===== src/rtl/blit_pkg.sv =====
package blit_pkg;
    typedef enum logic [2:0] {
        ST_IDLE,
        ST_FETCH,
        ST_LO,
        ST_HI,
        ST_FINISH
    } blit_state_e;
endpackage


===== src/rtl/blit_walk.sv =====
// Column/row counters and destination address stepping.
module blit_walk #(
    parameter int AW = 20,
    parameter int DW = 10
) (
    input  logic          clk,
    input  logic          rst_n,
    input  logic          init,
    input  logic [AW-1:0] base,
    input  logic [AW-1:0] stride,
    input  logic [DW-1:0] wm1,
    input  logic [DW-1:0] hm1,
    input  logic          step,
    output logic [AW-1:0] addr,
    output logic          col_zero,
    output logic          row_last,
    output logic          last_pix
);
    logic [DW-1:0] col_q, row_q, wm1_q, hm1_q;
    logic [AW-1:0] row_base_q, addr_q, stride_q;

    always_ff @(posedge clk) begin
        if (!rst_n) begin
            col_q      <= '0;
            row_q      <= '0;
            wm1_q      <= '0;
            hm1_q      <= '0;
            row_base_q <= '0;
            addr_q     <= '0;
            stride_q   <= '0;
        end else if (init) begin
            col_q      <= '0;
            row_q      <= '0;
            wm1_q      <= wm1;
            hm1_q      <= hm1;
            row_base_q <= base;
            addr_q     <= base;
            stride_q   <= stride;
        end else if (step) begin
            if (col_q == wm1_q) begin
                col_q      <= '0;
                row_q      <= row_q + 1'b1;
                row_base_q <= row_base_q + stride_q;
                addr_q     <= row_base_q + stride_q;
            end else begin
                col_q  <= col_q + 1'b1;
                addr_q <= addr_q + 1'b1;
            end
        end
    end

    assign addr     = addr_q;
    assign col_zero = (col_q == '0);
    assign row_last = (col_q == wm1_q);
    assign last_pix = row_last && (row_q == hm1_q);
endmodule


===== src/rtl/blit_word.sv =====
// Holds the current host word (or word pair), selects a byte, compares to key.
module blit_word (
    input  logic        clk,
    input  logic        rst_n,
    input  logic        init,
    input  logic [7:0]  key,
    input  logic        load,
    input  logic [31:0] load_data,
    input  logic        load_wide,
    input  logic        shift,
    input  logic        sel_hi,
    output logic [7:0]  pix,
    output logic        is_key,
    output logic        more,
    output logic [7:0]  key_q
);
    logic [31:0] data_q;
    logic        more_q;

    always_ff @(posedge clk) begin
        if (!rst_n) begin
            data_q <= '0;
            more_q <= 1'b0;
            key_q  <= '0;
        end else begin
            if (init) key_q <= key;
            if (load) begin
                data_q <= load_data;
                more_q <= load_wide;
            end else if (shift) begin
                data_q <= {16'h0000, data_q[31:16]};
                more_q <= 1'b0;
            end
        end
    end

    assign pix    = sel_hi ? data_q[15:8] : data_q[7:0];
    assign is_key = (pix == key_q);
    assign more   = more_q;
endmodule


===== src/rtl/blit_ctrl.sv =====
// Job sequencer: one process for the state register, one for next state, one for outputs.
module blit_ctrl
    import blit_pkg::*;
(
    input  logic clk,
    input  logic rst_n,
    input  logic start,
    input  logic phase_in,
    input  logic host_wr,
    input  logic more,
    input  logic col_zero,
    input  logic row_last,
    input  logic last_pix,
    input  logic is_key,
    output logic init,
    output logic load,
    output logic shift,
    output logic step,
    output logic sel_hi,
    output logic pix_we,
    output logic host_ready,
    output logic busy,
    output logic done
);
    blit_state_e state_q, state_d;
    logic        phase_q;
    blit_state_e row_entry;

    always_ff @(posedge clk) begin
        if (!rst_n) begin
            state_q <= ST_IDLE;
            phase_q <= 1'b0;
        end else begin
            state_q <= state_d;
            if (init) phase_q <= phase_in;
        end
    end

    // slot used for the first pixel of a row
    assign row_entry = phase_q ? ST_HI : ST_LO;

    always_comb begin
        state_d = state_q;
        unique case (state_q)
            ST_IDLE:   if (start) state_d = ST_FETCH;
            ST_FETCH:  if (host_wr) state_d = (col_zero && phase_q) ? ST_HI : ST_LO;
            ST_LO: begin
                if (last_pix)      state_d = ST_FINISH;
                else if (row_last) state_d = more ? row_entry : ST_FETCH;
                else               state_d = ST_HI;
            end
            ST_HI: begin
                if (last_pix)  state_d = ST_FINISH;
                else if (more) state_d = row_last ? row_entry : ST_LO;
                else           state_d = ST_FETCH;
            end
            ST_FINISH: state_d = ST_IDLE;
            default:   state_d = ST_IDLE;
        endcase
    end

    always_comb begin
        init       = 1'b0;
        load       = 1'b0;
        shift      = 1'b0;
        step       = 1'b0;
        sel_hi     = 1'b0;
        host_ready = 1'b0;
        busy       = 1'b0;
        done       = 1'b0;
        unique case (state_q)
            ST_IDLE:  init = start;
            ST_FETCH: begin
                host_ready = 1'b1;
                busy       = 1'b1;
                load       = host_wr;
            end
            ST_LO: begin
                busy  = 1'b1;
                step  = 1'b1;
                shift = !last_pix && row_last && more;
            end
            ST_HI: begin
                busy   = 1'b1;
                step   = 1'b1;
                sel_hi = 1'b1;
                shift  = !last_pix && more;
            end
            ST_FINISH: done = 1'b1;
            default: ;
        endcase
        pix_we = step && !is_key;
    end
endmodule


===== src/rtl/xparent_blitter.sv =====
module xparent_blitter #(
    parameter int AW = 20,
    parameter int DW = 10
) (
    input  logic          clk,
    input  logic          rst_n,
    input  logic          start,
    input  logic [AW-1:0] dst_addr,
    input  logic [AW-1:0] stride,
    input  logic [DW-1:0] width_m1,
    input  logic [DW-1:0] height_m1,
    input  logic [AW-1:0] src_addr,
    input  logic [7:0]    key_color,
    input  logic          host_wr,
    input  logic          host_wide,
    input  logic [31:0]   host_data,
    output logic          host_ready,
    output logic          busy,
    output logic          done,
    output logic          mem_we,
    output logic [AW-1:0] mem_addr,
    output logic [7:0]    mem_data
);
    logic init, load, shift, step, sel_hi, pix_we;
    logic more, col_zero, row_last, last_pix, is_key;
    logic [7:0] pix, key_lat;
    logic unused_src;

    assign unused_src = ^src_addr[AW-1:1];

    blit_ctrl i_ctrl (
        .clk(clk), .rst_n(rst_n), .start(start), .phase_in(src_addr[0]),
        .host_wr(host_wr), .more(more), .col_zero(col_zero),
        .row_last(row_last), .last_pix(last_pix), .is_key(is_key),
        .init(init), .load(load), .shift(shift), .step(step),
        .sel_hi(sel_hi), .pix_we(pix_we), .host_ready(host_ready),
        .busy(busy), .done(done)
    );

    blit_walk #(.AW(AW), .DW(DW)) i_walk (
        .clk(clk), .rst_n(rst_n), .init(init), .base(dst_addr),
        .stride(stride), .wm1(width_m1), .hm1(height_m1), .step(step),
        .addr(mem_addr), .col_zero(col_zero), .row_last(row_last),
        .last_pix(last_pix)
    );

    blit_word i_word (
        .clk(clk), .rst_n(rst_n), .init(init), .key(key_color),
        .load(load), .load_data(host_data), .load_wide(host_wide),
        .shift(shift), .sel_hi(sel_hi), .pix(pix), .is_key(is_key),
        .more(more), .key_q(key_lat)
    );

    assign mem_we   = pix_we;
    assign mem_data = pix;
endmodule


===== config.mk =====
export PLATFORM = sky130hd
export DESIGN_NAME = xparent_blitter
export DESIGN_NICKNAME = d
export VERILOG_FILES = /design/src/rtl/blit_pkg.sv /design/src/rtl/blit_walk.sv /design/src/rtl/blit_word.sv /design/src/rtl/blit_ctrl.sv /design/src/rtl/xparent_blitter.sv
export SDC_FILE = /design/constraint.sdc
export NUM_CORES = 1
export LEC_CHECK = 0
export ABC_AREA = 1
export CELL_PAD_IN_SITES_DETAIL_PLACEMENT = 0
export CELL_PAD_IN_SITES_GLOBAL_PLACEMENT = 2
export CORE_MARGIN = 2
export CORE_UTILIZATION = 25
export DETAILED_ROUTE_END_ITERATION = 10
export GPL_TIMING_DRIVEN = 1
export PLACE_DENSITY = 0.73
export SYNTH_ARGS = -nofsm -noshare
export SYNTH_HDL_FRONTEND = slang
export SYNTH_SLANG_ARGS = --single-unit

===== constraint.sdc =====
create_clock -name clk -period 4.3 [get_ports clk]
set_input_delay 1.075 -clock clk [delete_from_list [all_inputs] [get_ports clk]]
set_output_delay 1.075 -clock clk [all_outputs]
set_load 0.03 [all_outputs]

==> parameters.txt <==
Parameter                              Value

Status
  Result of the run    complete, no violations

Die
  Die X    186.6 um
  Starting Density    0.2550
  Placement Rows    between 60 and 70
  Core footprint    32700 um^2
  I/O pin total    157
  Die height    186.6 um
  Full die area    roughly 35000 um^2

CTS
  Post-cts repair resize count    0
  Hold-fix buffers at CTS    0
  Num CTS Buffers    17
  H-Tree Level Count    4
  Clock transition at the register clock pins on the worst setup and hold paths after CTS    70 ps
  CTS Root Buffer Type    sky130_fd_sc_hd__clkbuf_16
  Clock tree from TritonCTS    yes
  Sink Count    145
  Clock latency of the later-clocked register in the worst-skew pair    430 ps
  Maximum buffer depth of the clock tree    2
  Total setup buffers inserted after CTS    0

Timing
  RSZ-0062 raised after global routing    no
  # setup viols final    0
  Worst-case hold slack    between 400 and 500 ps
  Largest clock skew in the final design    11.71 ps
  Post-route clock period utilization    0.9155
  Final setup slack of the worst path    363.5 ps
  Minimum clock period    3936 ps
  Fin. max-slew vios    0
  Slew at the pin closest to its max-slew limit    941.2 ps
  Total Negative Setup Slacks    0 ps
  Worst slew margin relative to its limit    0.3719
  Number of hold-slack violations in the final timing report    0
  Achievable clock frequency    254.0 MHz

Logic synthesis
  Part of the Yosys area used for sequential elements    0.3481
  Post-synth design cell area    8339 um^2
  Post-synth top area cell    sky130_fd_sc_hd__dfxtp_1
  Number of register bits inferred by synthesis    145
  Synth warnings    0
  Synth Net Count    approximately 1.4k
  Synth cell types    44
  Synth Area per Inst    6.566 um^2
  Synthesized instance count    between 1k and 1.5k
  Top_reg_cell synth    sky130_fd_sc_hd__dfxtp_1
  Post-synth EDFFs    0
  Ys async rst share    0
  Top cells by area, synth    sky130_fd_sc_hd__dfxtp_1 35%, sky130_fd_sc_hd__nand2_1 17%, sky130_fd_sc_hd__a21oi_1 7.6%
  Share of the synthesized area in the top cell type    0.3481

Worst setup path
  Worst path arrival time    2860 ps
  Worst-path cell with the longest stage delay    sky130_fd_sc_hd__clkdlybuf4s50_1
  Family of cells with the greatest summed delay on the critical path    buffers and inverters
  Worst Path Required    ~3200 ps
  Class of the most critical setup path    reg -> out
  Combined buffer and inverter count along the critical path    3
  Worst-path cell chain    inv_1 > nor2_4 > nand2_2 > o21ai_0 > xor2_1 > inv_1 > nand4_1 > nor2_1 > nor2_1 > clkdlybuf4s50_1
  CP Capture Type    primary output
  Biggest fanout along the worst timing path    18
  Crit path largest cell delay    about 700 ps
  Launching element type of the critical path    flop

Power and ir drop
  Total leakage power    4.424 nW
  Combinational power share    0.400
  Portion of total power attributed to sequential cells    0.319
  Largest vdd supply drop    0.3670 mV
  Switching pwr    ~2.4 mW
  Share of total power in the clock network    0.281
  Net switching share of the total power    0.4143
  Pint    3.394 mW
  Power per standard cell area    between 500 and 600 nW/um^2

Min path
  Hold Path Class    reg -> reg

Global routing
  Peak-usage layer in the global routing report    met2
  Vias in the first global route    8106
  Pin count of the biggest net entering global routing    68
  Met1 Usage GRT    0.2313
  Number of antenna violations at the first check in global routing    0
  Total routing usage reported by global routing    0.1609
  Wire length of the first global-routing pass    between 40000 and 50000 um
  Global-route congestion overflow total    0
  GR met3 Demand/Resource    0.03178
  Met2 Usage GRT    0.2454

Placement
  Detailed Place HPWL    20680 um
  Setup slack at placement    between 800 and 900 ps
  Quantity of I/O buffers inserted on ports    137
  Placer congestion estimate    0.8203

Cells and area
  Ratio of cells with drive above 1 in the final layout    0.06719
  Most common cell after layout, fill and taps aside    sky130_fd_sc_hd__nand2_1
  Seq. cell area    2903 um^2
  Number of nets in the layout    1535
  Count of filler cells inserted in the layout    about 3.6k
  Relative area change from synthesis to final layout    29.05%
  Inserted Diodes    0
  Leading cell types in the layout, fill and taps excluded    370 x sky130_fd_sc_hd__nand2_1, 145 x sky130_fd_sc_hd__dfxtp_1, 136 x sky130_fd_sc_hd__clkdlybuf4s50_1, 126 x sky130_fd_sc_hd__a21oi_1, 110 x sky130_fd_sc_hd__inv_1
  Total area of multi-input combinational cells    4741 um^2

Drt
  Antenna Nets Post-Route    0
  Wire length reported by the detailed router    27660 um
  Detailed Routing Iterations Pass 1    5
  Via-per-instance ratio    4.547
  WL per Instance    15.03 um
  Routed via count    8371
  Starting DRC count in detailed routing    500
  DRC violations left    0

Job
  Max-cap violations    0
tightest hold or removal path, cell delays in order (launching register included):
cell and delay [ps]:
sky130_fd_sc_hd__dfxtp_1 310, sky130_fd_sc_hd__nand2_1 60, sky130_fd_sc_hd__nand2_1 50
area by class of cell:
type,count,area share
inverters,123,0.04337
flip-flops and latches,145,0.2697
clock buffers,17,0.03953
clock inverters,15,0.01942
well taps,442,0.05139
multi-input cells,949,0.4405
repair buffers,150,0.1360
power groups by stage:
stage / sequential, mW / combinational (mW) / clock, mW
after floorplan: 1.91 / 1.46 / 0
after global placement: 1.88 / 2.33 / 0
after detailed placement: 1.88 / 2.34 / 0
after CTS: 1.85 / 2.35 / 1.68
after global routing: 1.89 / 2.61 / 1.74
final: 1.85 / 2.32 / 1.63
synthesized netlist by cell type (13+ instances only):
| cell | number |
|---|---|
| sky130_fd_sc_hd__clkbuf_1 | 28 |
| sky130_fd_sc_hd__nand2_1 | 371 |
| sky130_fd_sc_hd__nand3b_1 | 15 |
| sky130_fd_sc_hd__buf_2 | 16 |
| sky130_fd_sc_hd__o21ai_0 | 95 |
| sky130_fd_sc_hd__ha_1 | 23 |
| sky130_fd_sc_hd__nand3_1 | 90 |
| sky130_fd_sc_hd__nor3_1 | 20 |
| sky130_fd_sc_hd__a21oi_1 | 126 |
| sky130_fd_sc_hd__inv_1 | 110 |
| sky130_fd_sc_hd__nor2_1 | 98 |
| sky130_fd_sc_hd__xor2_1 | 20 |
| sky130_fd_sc_hd__nand4_1 | 13 |
| sky130_fd_sc_hd__dfxtp_1 | 145 |
metrics by stage:
stage	cell area (um^2)	total power, mW	cells	utilization
finish	10760	5.795	1841	0.3291
global route	10760	6.233	1841	0.3291
CTS	10760	5.876	1841	0.3291
detailed placement	10130	4.217	1809	0.3097
global placement	10130	4.215	1809	0.3097
floorplan	8339	3.377	1270	-
worst paths after layout:
path / startpoint / endpoint / slack (ps) / cells after the start
worst min register to register: i_walk.row_base_q[5]$_SDFFE_PN0P_ / i_walk.row_base_q[5]$_SDFFE_PN0P_ / 460 / 2
worst max register to register: i_walk.col_q[3]$_SDFFE_PP0P_ / i_word.data_q[11]$_SDFFE_PN0P_ / 1510 / 12
worst max-delay path: i_ctrl.state_q[1]$_SDFFE_PN0P_ / mem_we / 360 / 10
worst min-delay path: i_walk.row_base_q[5]$_SDFFE_PN0P_ / i_walk.row_base_q[5]$_SDFFE_PN0P_ / 460 / 2
per-layer routing:
layer | vias to the layer above | routed length (um)
met4 | 0 | 335
met1 | 3791 | 14250
met2 | 165 | 11930
met3 | 21 | 1149
met5 | - | 0
li1 | 4394 | -
cell families after synthesis:
kind of cell             after synthesis  share of synthesized area
adder cells (fa/ha/maj)               24                    0.03691
AO/OA/AOI/OAI                        258                     0.1661
AND/OR/NAND/NOR                      635                     0.3301
XOR/XNOR                              32                    0.03361
flip-flops                           145                     0.3481
buffers and inverters                176                    0.08522
registers in the layout (all words and copies together) (netlist names):
signal             count
i_ctrl.phase_q         1
i_walk.addr           20
i_word.data_q         32
i_walk.stride_q       20
i_walk.row_base_q     20
i_walk.wm1_q          10
i_word.more            1
i_ctrl.state_q         3
i_word.key_q           8
i_walk.col_q          10
i_walk.row_q          10
i_walk.hm1_q          10
(Power assumes the default switching activity.)
